### src/rtl/i2c_wr_regs.sv
module i2c_wr_regs #(
  parameter int NREG = 4,
  parameter logic [5:0] DEV_HI = 6'b100000
) (
  input  logic              clk,
  input  logic              rst_n,
  input  logic              scl_i,
  input  logic              sda_i,
  input  logic              addr_strap,
  output logic              sda_pd_o,
  output logic [8*NREG-1:0] regs_o,
  output logic [NREG-1:0]   wr_stb_o
);
  localparam int IW = $clog2(NREG);

  typedef enum logic [1:0] {S_IDLE, S_ADDR, S_SUB, S_DATA} st_t;

  logic [2:0] scl_q, sda_q;
  st_t        st;
  logic [3:0] bcnt;
  logic [7:0] sh, sub;
  logic [7:0] regs [NREG];

  wire scl_c = scl_q[1];
  wire scl_p = scl_q[2];
  wire sda_c = sda_q[1];
  wire sda_p = sda_q[2];

  wire start_ev = scl_c & scl_p & sda_p & ~sda_c;
  wire stop_ev  = scl_c & scl_p & ~sda_p & sda_c;
  wire rise     = scl_c & ~scl_p;
  wire fall     = ~scl_c & scl_p;
  wire addr_ok  = sh == {DEV_HI, addr_strap, 1'b0};
  wire skip     = sub[7] & sub[2];
  wire [IW-1:0] idx = sub[IW-1:0];

  always_ff @(posedge clk) begin
    if (!rst_n) begin
      scl_q <= '1;
      sda_q <= '1;
    end else begin
      scl_q <= {scl_q[1:0], scl_i};
      sda_q <= {sda_q[1:0], sda_i};
    end
  end

  always_ff @(posedge clk) begin
    if (!rst_n) begin
      st       <= S_IDLE;
      bcnt     <= '0;
      sh       <= '0;
      sub      <= '0;
      sda_pd_o <= 1'b0;
      wr_stb_o <= '0;
      for (int i = 0; i < NREG; i++) regs[i] <= '0;
    end else begin
      wr_stb_o <= '0;
      if (start_ev) begin
        st       <= S_ADDR;
        bcnt     <= '0;
        sda_pd_o <= 1'b0;
      end else if (stop_ev) begin
        st       <= S_IDLE;
        bcnt     <= '0;
        sda_pd_o <= 1'b0;
      end else if (st != S_IDLE) begin
        if (rise && bcnt < 4'd8) begin
          sh   <= {sh[6:0], sda_c};
          bcnt <= bcnt + 4'd1;
        end else if (fall && bcnt == 4'd8) begin
          case (st)
            S_ADDR: begin
              if (addr_ok) begin
                sda_pd_o <= 1'b1;
                bcnt     <= 4'd9;
              end else begin
                st <= S_IDLE;
              end
            end
            S_SUB: begin
              sub      <= sh;
              sda_pd_o <= 1'b1;
              bcnt     <= 4'd9;
            end
            default: begin
              sda_pd_o <= 1'b1;
              bcnt     <= 4'd9;
              if (!skip) begin
                regs[idx]     <= sh;
                wr_stb_o[idx] <= 1'b1;
              end
              if (sub[7]) sub[4:0] <= sub[4:0] + 5'd1;
            end
          endcase
        end else if (fall && bcnt == 4'd9) begin
          sda_pd_o <= 1'b0;
          bcnt     <= '0;
          st       <= (st == S_ADDR) ? S_SUB : S_DATA;
        end
      end
    end
  end

  for (genvar g = 0; g < NREG; g++) begin : g_out
    assign regs_o[8*g +: 8] = regs[g];
  end

  p_stb_onehot_r7: assert property (@(posedge clk) disable iff (!rst_n)
    $onehot0(wr_stb_o));
  p_stb_pulse_r7: assert property (@(posedge clk) disable iff (!rst_n)
    (wr_stb_o != '0) |=> (wr_stb_o == '0));
  p_reg_needs_stb_r7: assert property (@(posedge clk) disable iff (!rst_n)
    (regs_o != $past(regs_o)) |-> (wr_stb_o != '0));
  p_ack_after_byte_r3: assert property (@(posedge clk) disable iff (!rst_n)
    $rose(sda_pd_o) |-> ($past(bcnt) == 4'd8));
  p_idle_quiet_r2: assert property (@(posedge clk) disable iff (!rst_n)
    (st == S_IDLE) |-> (!sda_pd_o && wr_stb_o == '0));
  p_hole_no_write_r6: assert property (@(posedge clk) disable iff (!rst_n)
    ($past(st) == S_DATA && $past(sub[7] & sub[2])) |-> (wr_stb_o == '0));
endmodule

### config.mk
export PLATFORM = sky130hd
export DESIGN_NAME = i2c_wr_regs
export DESIGN_NICKNAME = d
export VERILOG_FILES = /design/src/rtl/i2c_wr_regs.sv
export SDC_FILE = /design/constraint.sdc
export NUM_CORES = 1
export LEC_CHECK = 0
export BUFFER_PORTS_ARGS = -buffer_cell sky130_fd_sc_hd__clkbuf_2
export CAP_MARGIN = 10
export CORE_MARGIN = 4
export CORE_UTILIZATION = 40
export CTS_CLUSTER_DIAMETER = 120
export DETAILED_ROUTE_END_ITERATION = 16
export PLACE_DENSITY_LB_ADDON = 0.08
export SETUP_SLACK_MARGIN = 0.4
export SYNTH_ARGS = -nofsm -noshare
export SYNTH_HDL_FRONTEND = slang
export SYNTH_SLANG_ARGS = --single-unit
### constraint.sdc
create_clock -name clk -period 3.2 [get_ports clk]
set_clock_uncertainty 0.05 [all_clocks]
set_input_delay 0.16 -clock clk [delete_from_list [all_inputs] [get_ports clk]]
set_output_delay 0.16 -clock clk [all_outputs]
set_load 0.1 [all_outputs]
# == After elaboration in Yosys (flattened, before gate mapping) ==
# Memories as Yosys holds them, arrays and structs flattened.
# Index checks and enable logic that the tools add are counted.
# word_totals
register_bits,33
latch_bits,0
mem_bits_rw,32
mem_bits_ro,0
input_bits,5
out_inout_bits,37
word_cells,103
n_memories,1
# op_classes
add_sub_neg,2
n_mul,0
div_mod_pow,0
order_cmp,3
n_eq_ne,12
shifts,0
mux,35
n_bitwise,19
n_reduce_logical,21
# memory_table
name,words,width,rd,rd_ports_with_merged_regs,wr,line,text
regs,4,8,4,0,4,22,logic [7:0] regs [NREG];
# ops
operator,n
2-to-1 mux 1 bit,21
2-to-1 mux 4 bit,5
NOT 1 bit,11
2-to-1 mux 2 bit,5
case mux 5 bit (2 select lines),1
AND reduction 5 bit,2
OR reduction 9 bit,1
bitwise AND 1 bit,8
"equality test 4 bit, second input constant",2
equality test 8 bit,1
2-to-1 mux 8 bit,1
"inequality test 4 bit, second input constant",2
AND reduction 4 bit,2
OR reduction 8 bit,1
AND reduction 7 bit,1
"inequality test 3 bit, second input constant",2
AND reduction 6 bit,1
nonzero test 2 bit,3
nonzero test 3 bit,2
"adder 5 x 1 -> 5 bit, second input constant",1
2-to-1 mux 5 bit,1
"adder 4 x 1 -> 4 bit, second input constant",1
logical AND 1 bit,4
"< comparator 4 bit, second input constant",1
other kinds (12),12

# == Longest topological paths before layout ==
# Gate-level depths: netlist of run 1.
# depth
word_depth,12
depth_mapped,7

# == Least setup slack after synthesis of run 1 ==
# No wires, ideal clock.
# synth_timing
path_type,reg2reg
from,register bcnt[0]
to,memory regs[3][0] (enable)
arrival_time_ps,1915
path_slack_ps,837
path_stages_with_launch,6
synth_period_minus_slack_ps,2363
cell_sequence,dfxtp_1 -> inv_1 -> ha_1 -> nor2b_1 -> nand3_1 -> o41ai_1
# synth_lines
item,line,text
start: declaration,20,logic [3:0] bcnt;
start signal: assignment,69,bcnt <= bcnt + 4'd1;
end: declaration,22,

==> results_dict.tcl, run 1 <==
set metrics [dict create \
    worst_ep_arrival_time_ns 2.43 \
    m1WireLength_um 2798 \
    setup.worst_path.end_class "register" \
    routed-wl-met2_um 2566 \
    drv.max_cap_violation_count 0 \
    netlist_instances 233 \
    vias 1839 \
    fin_nets 299 \
    pwr-share-comb_pct 10.7 \
    syn-num-nets 248 \
    first_pass_iters 4 \
    core_rows 29 \
    hold_violations 0 \
    static-leakage-power_nw 1.292 \
    ctsLongestPathBuffers 2 \
    gp_routability_congestion 0.8004 \
    detail_route.vias_per_cell 5.038 \
    internal_power_mw 1.221 \
    fmax_mhz 401.7 \
    layout_commonest_cell "sky130_fd_sc_hd__clkbuf_2" \
    crit_type "reg -> reg" \
    grt_remaining_overflow 0 \
    fin_tns_setup_ns 0 \
    fin_hold_ws_ns 0.2370 \
    ys_seq_elements 61 \
    hold_path_class "in -> reg" \
    h-tree-depth 3 \
    initial_utilization_pct 42.13 \
    ys.warnings.count 0 \
    placed_wire_length_estimate_um 4080 \
    switching_power_mw 0.4429 \
    pwr_dens_nw_per_um2 513.8 \
    clock_tree_from_tritoncts "yes" \
    dieHeight_um 90.71 \
    drc 0 \
    outcome "complete, no violations" \
    proportion_of_register_bits_with_asynchronous_set_or_reset_after_synthesis_pct 0 \
    vdd_drop_max_uv 185.4 \
    grt_pass1_vias 1791 \
    grt_antenna_before_repair 0 \
    ports_placed_on_the_boundary 42 \
    setup_viol 0 \
    area.growth.synth_to_final_pct 18.34 \
    worst_setup_hold_path_clk_slew_ns 0.07 \
    final_layout_size_suffix_gt1_share_pct 27.78 \
    crit_required_ns 3.14 \
    cts_buffers 9 \
    swShare_pct 26.62 \
    detailedRoute.firstIterationViolations 56 \
    synth_edf_count 32 \
    floorplan.die_area_um2 8228 \
    global_route.usage.total_pct 14.78 \
    top_library_cells_by_usage_in_the_layout_fill_and_taps_aside "sky130_fd_sc_hd__clkbuf_2 (41), sky130_fd_sc_hd__and2_1 (32), sky130_fd_sc_hd__edfxtp_1 (32)" \
    mappedNetlistArea_um2 2736 \
    cts_sinks 61 \
    detail-route-antenna-nets 0 \
    insertedDiodeCount 0 \
    die-width_um 90.71 \
    portBuffers 41 \
    skew_pair_late_insertion_delay_ns 0.34 \
    maximum_fanout_along_the_worst_path 10 \
    post_synth.cell_area_avg_um2 11.74 \
    timing.max_slew.rel_slack_pct 44.93 \
    nFillCells 601 \
    share_seq_of_total_power_pct 50.9 \
    share_clk_of_total_power_pct 38.5 \
    ys_seq_area_share_pct 56.33 \
    unrepaired_setup_endpoints_after_global_routing "no" \
    final-max-slew-violation-count 0 \
    dominantRegCellSynth "sky130_fd_sc_hd__edfxtp_1" \
    worst_setup_path_start_kind "register" \
    period_needed_ns 2.489 \
    met3RoutedLength_um 252 \
    dr.max_layer_used "met4" \
    fraction_of_the_cycle_the_final_worst_path_needs_pct 77.79 \
    floorplan.core_area_um2 6495 \
    grt_max_degree 28 \
    distinct_cell_type_count_after_synthesis 50 \
    cts-root-buf "sky130_fd_sc_hd__clkbuf_8" \
    global_route_wire_length_before_repair_um 9528 \
    max_slew.worst_pin.slew_ns 0.8198 \
    placed_cells_incl_taps 348 \
    post_drt_wl_per_cell_um 15.70 \
    stdcell_count 365 \
    wl_um 5729 \
]
## final timing paths
path	startpoint	endpoint	slack, ns	cells past startpoint
setup reg to reg	st[0]$_SDFFE_PN0P_	regs[0][3]$_SDFFCE_PN0P_	0.71	6
hold reg to reg	scl_q[0]$_SDFF_PN1_	scl_q[1]$_SDFF_PN1_	0.36	1
hold / removal	rst_n	scl_q[1]$_SDFF_PN1_	0.24	3
setup / recovery	st[0]$_SDFFE_PN0P_	regs[0][3]$_SDFFCE_PN0P_	0.71	6
## cells by family (layout without fill, tap and decap cells)
group | after synthesis | count (layout) | share of synthesized area (%)
buffers and inverters | 13 | 68 | 2.058
muxes | 5 | 5 | 1.875
AOI/OAI and AO/OA | 30 | 30 | 8.734
DFF | 61 | 61 | 56.33
xor gates and xnor gates | 2 | 2 | 0.6403
adders and majority gates | 10 | 10 | 4.572
and+or+nand+nor | 112 | 112 | 25.79
## timing repair
| item | 4_1_cts | 5_1_grt |
|---|---|---|
| hold buffers | 2 | 0 |
| hold endpoints to repair | 2 | 0 |
| resized for setup | 0 | 0 |
| setup buffers | 0 | 0 |
## power groups by stage
stage / logic (mW) / registers, mW / clock network (mW)
2_1_floorplan: 0.0416 / 0.968 / 0
3_3_place_gp: 0.176 / 0.864 / 0
3_5_place_dp: 0.177 / 0.864 / 0
4_1_cts: 0.179 / 0.846 / 0.661
5_1_grt: 0.186 / 0.848 / 0.692
6_report: 0.178 / 0.846 / 0.640
## flip-flops by register name, indices dropped and copies added (netlist names)
register / cells
regs: 32
scl_q: 3
sub: 4
sh: 8
wr_stb_o: 4
st: 2
sda_q: 3
sda_pd_o: 1
bcnt: 4
## stage by stage
step / area, um2 / util (%) / power, mW / setup WS [ns]
floorplan: 2736 / - / 1.010 / 0.8366
CTS: 3238 / 49.86 / 1.686 / 0.7002
detailed placement: 3038 / 46.77 / 1.041 / 0.7104
global placement: 3038 / 46.77 / 1.040 / 0.7995
finish: 3238 / 49.86 / 1.664 / 0.7106
global route: 3238 / 49.86 / 1.726 / 0.4915
## cell usage after synthesis (2+ instances only)
cell / instances / area [um2]
sky130_fd_sc_hd__nand3_1: 4 / 20.02
sky130_fd_sc_hd__o21ai_0: 2 / 10.01
sky130_fd_sc_hd__nand2b_1: 11 / 68.82
sky130_fd_sc_hd__o21ai_2: 2 / 17.52
sky130_fd_sc_hd__o211a_1: 2 / 20.02
sky130_fd_sc_hd__a31oi_1: 2 / 12.51
sky130_fd_sc_hd__and3_1: 3 / 18.77
sky130_fd_sc_hd__inv_1: 7 / 26.28
sky130_fd_sc_hd__ha_1: 10 / 125.1
sky130_fd_sc_hd__nor2b_1: 3 / 18.77
sky130_fd_sc_hd__nor2_1: 5 / 18.77
sky130_fd_sc_hd__a21oi_1: 3 / 15.01
sky130_fd_sc_hd__a21boi_0: 9 / 67.56
sky130_fd_sc_hd__xor2_1: 2 / 17.52
sky130_fd_sc_hd__mux2i_1: 4 / 40.04
sky130_fd_sc_hd__and2_2: 5 / 37.54
sky130_fd_sc_hd__clkbuf_1: 2 / 7.510
sky130_fd_sc_hd__nor3b_1: 2 / 15.01
sky130_fd_sc_hd__nand2_1: 28 / 105.1
sky130_fd_sc_hd__buf_2: 3 / 15.01
sky130_fd_sc_hd__nor3_1: 4 / 20.02
sky130_fd_sc_hd__or3_2: 2 / 15.01
sky130_fd_sc_hd__edfxtp_1: 32 / 960.9
sky130_fd_sc_hd__and2_1: 32 / 200.2
sky130_fd_sc_hd__dfxtp_1: 29 / 580.6
## metal layers
| metal | GRT usage [%] | up-vias |
|---|---|---|
| met3 | 4.500 | 10 |
| met1 | 18.75 | 866 |
| met2 | 23.35 | 43 |
| li1 | - | 920 |
| met5 | 0 | - |
| met4 | 6.122 | 0 |
## critical path: stages (launching register included)
cell and delay [ns]:
sky130_fd_sc_hd__dfxtp_1 0.35, sky130_fd_sc_hd__inv_1 0.07, sky130_fd_sc_hd__ha_1 0.33, sky130_fd_sc_hd__nand2b_1 0.21, sky130_fd_sc_hd__nor4b_4 0.43, sky130_fd_sc_hd__and3_1 0.35, sky130_fd_sc_hd__nand2b_1 0.37
## final cells by class
class	instances	area [um2]	area share (%)
Sequential cell	61	1541	47.60
Timing Repair Buffer	46	247.7	7.651
Multi-Input combinational cell	159	1146	35.39
Tap cell	77	96.34	2.975
Inverter	7	26.28	0.8114
Clock inverter	5	52.55	1.623
Clock buffer	10	127.6	3.941
(Power assumes the default switching activity.)
==> run 2: changes to the inputs <==
clock period = 2.3 ns   (was 3.2 ns; I/O delays follow)
==> run 2 against run 1 <==
- final area grew 6.8%
- first-iteration DRC count fell by 48%
- clock power up 50%
- setup slack got worse by 0.25 ns
- critical path type unchanged
- highest routed layer unchanged
- register-to-register slack worse by 0.25 ns
- worst hold slack worse by 0.0076 ns
- non-clock buffer count increased by 14
- die area unchanged
==> results_dict.tcl, run 2 (same netlist as run 1, synthesis figures left out) <==
set metrics [dict create \
    outcome "complete, no violations" \
    ctsLongestPathBuffers 2 \
    hold_path_class "in -> reg" \
    cts-root-buf "sky130_fd_sc_hd__clkbuf_8" \
    post_drt_wl_per_cell_um 14.56 \
    setup.worst_path.end_class "register" \
    grt_pass1_vias 1862 \
    static-leakage-power_nw 1.415 \
    skew_pair_late_insertion_delay_ns 0.34 \
    die-width_um 90.71 \
    vias 1863 \
    nFillCells 566 \
    insertedDiodeCount 0 \
    fraction_of_the_cycle_the_final_worst_path_needs_pct 80.12 \
    fin_tns_setup_ns 0 \
    placed_wire_length_estimate_um 3905 \
    clock_tree_from_tritoncts "yes" \
    initial_utilization_pct 42.13 \
    regMostFlops "regs" \
    grt_antenna_before_repair 0 \
    placed_area_um2 3132 \
    final_layout_size_suffix_gt1_share_pct 36.30 \
    cts_sinks 61 \
    largestRegisters "regs (32), sh (8)" \
    dieHeight_um 90.71 \
    unrepaired_setup_endpoints_after_global_routing "yes" \
    core_rows 29 \
    area.growth.synth_to_final_pct 26.34 \
    grt_remaining_overflow 0 \
    worst_setup_hold_path_clk_slew_ns 0.07 \
    max_slew.worst_pin.slew_ns 0.5542 \
    floorplan.core_area_um2 6495 \
    detail_route.vias_per_cell 4.903 \
    layout_commonest_cell "sky130_fd_sc_hd__clkbuf_2" \
    crit_type "reg -> reg" \
    worst_ep_arrival_time_ns 1.83 \
    maximum_fanout_along_the_worst_path 8 \
    largest_register_ffs 32 \
    setup_viol 0 \
    hold_violations 0 \
    drc 0 \
    detail-route-antenna-nets 0 \
    period_needed_ns 1.843 \
    postLayoutCellArea_um2 3457 \
    gp_routability_congestion 0.7649 \
    fin_nets 313 \
    grt_max_degree 28 \
    global_route.usage.total_pct 13.78 \
    drv.max_cap_violation_count 0 \
    top_library_cells_by_usage_in_the_layout_fill_and_taps_aside "sky130_fd_sc_hd__clkbuf_2 (41), sky130_fd_sc_hd__and2_1 (32), sky130_fd_sc_hd__edfxtp_1 (32)" \
    crit_required_ns 2.29 \
    h-tree-depth 3 \
    detailedRoute.firstIterationViolations 29 \
    fmax_mhz 542.7 \
    final-max-slew-violation-count 0 \
    vdd_drop_max_uv 395.0 \
    pwr_dens_nw_per_um2 697.3 \
    ports_placed_on_the_boundary 42 \
    wl_um 5531 \
    portBuffers 41 \
    global_route_wire_length_before_repair_um 8983 \
    first_pass_iters 4 \
    floorplan.die_area_um2 8228 \
    timing.max_slew.rel_slack_pct 62.98 \
    worst_setup_path_start_kind "register" \
    cts_buffers 9 \
]
[run 2: changes by cell type in the layout (fill, tap and decap cells not counted), sizes merged]
cell	change
buf	+14
clkinvlp	-1
clkbuf	+2
[run 2: final cells by class]
class	instances	area, um2	share of cell area, %
Tap cell	77	96.34	2.787
Clock inverter	4	47.55	1.375
Multi-Input combinational cell	159	1230	35.58
Inverter	7	26.28	0.7600
Sequential cell	61	1545	44.70
Timing Repair Buffer	60	356.6	10.31
Clock buffer	12	155.1	4.488
[run 2: what timing repair did]
item	4_1_cts	5_1_grt
setup buffers	2	5
pin swaps	4	4
hold buffers	2	0
gates resized for setup	9	5
setup endpoints to repair	33	38
endpoints found under the hold margin	2	0
cloned	0	0
[run 2: where the power goes]
| group | switching [mW] | internal [mW] |
|---|---|---|
| clock | 0.406 | 0.556 |
| combinational | 0.210 | 0.0607 |
| sequential | 0.0105 | 1.17 |
[run 2: stage by stage]
step | setup WS [ns] | hold slack [ns] | std cells | utilization [%] | power [mW]
final | 0.4572 | 0.2294 | 380 | 53.23 | 2.410
after global routing | 0.3812 | 0.2401 | 380 | 53.23 | 2.495
after floorplan | 0.2926 | 0.1380 | 233 | - | 1.414
after detailed placement | 0.2307 | 0.2538 | 355 | 48.22 | 1.456
after global placement | 0.2966 | 0.2522 | 355 | 48.22 | 1.456
after CTS | 0.4042 | 0.2221 | 375 | 52.38 | 2.427
[run 2: worst paths after layout]
path                                           from                       end  slack (ns)  cells after the start
worst min register to register  sda_q[0]$_SDFF_PN1_       sda_q[1]$_SDFF_PN1_        0.36                      1
worst max-delay path             st[1]$_SDFFE_PP0P_  regs[1][2]$_SDFFCE_PN0P_        0.46                      6
worst max register to register   st[1]$_SDFFE_PP0P_  regs[1][2]$_SDFFCE_PN0P_        0.46                      6
worst min-delay path                          rst_n       scl_q[2]$_SDFF_PN1_        0.23                      3
[run 2: metal layers]
layer,vias to the layer above,wire (um),track usage (%)
met2,41,2569,22.54
met5,-,0,0
met3,7,247,5.000
met4,0,59,3.827
li1,950,-,-
met1,865,2654,17.07
[run 2: worst max-delay path, stage by stage, from the launching register on]
cell and delay [ns]:
sky130_fd_sc_hd__dfxtp_2 0.34, sky130_fd_sc_hd__inv_2 0.05, sky130_fd_sc_hd__ha_4 0.23, sky130_fd_sc_hd__nand2b_4 0.15, sky130_fd_sc_hd__nor4b_4 0.32, sky130_fd_sc_hd__and3_4 0.23, sky130_fd_sc_hd__nand2b_4 0.18
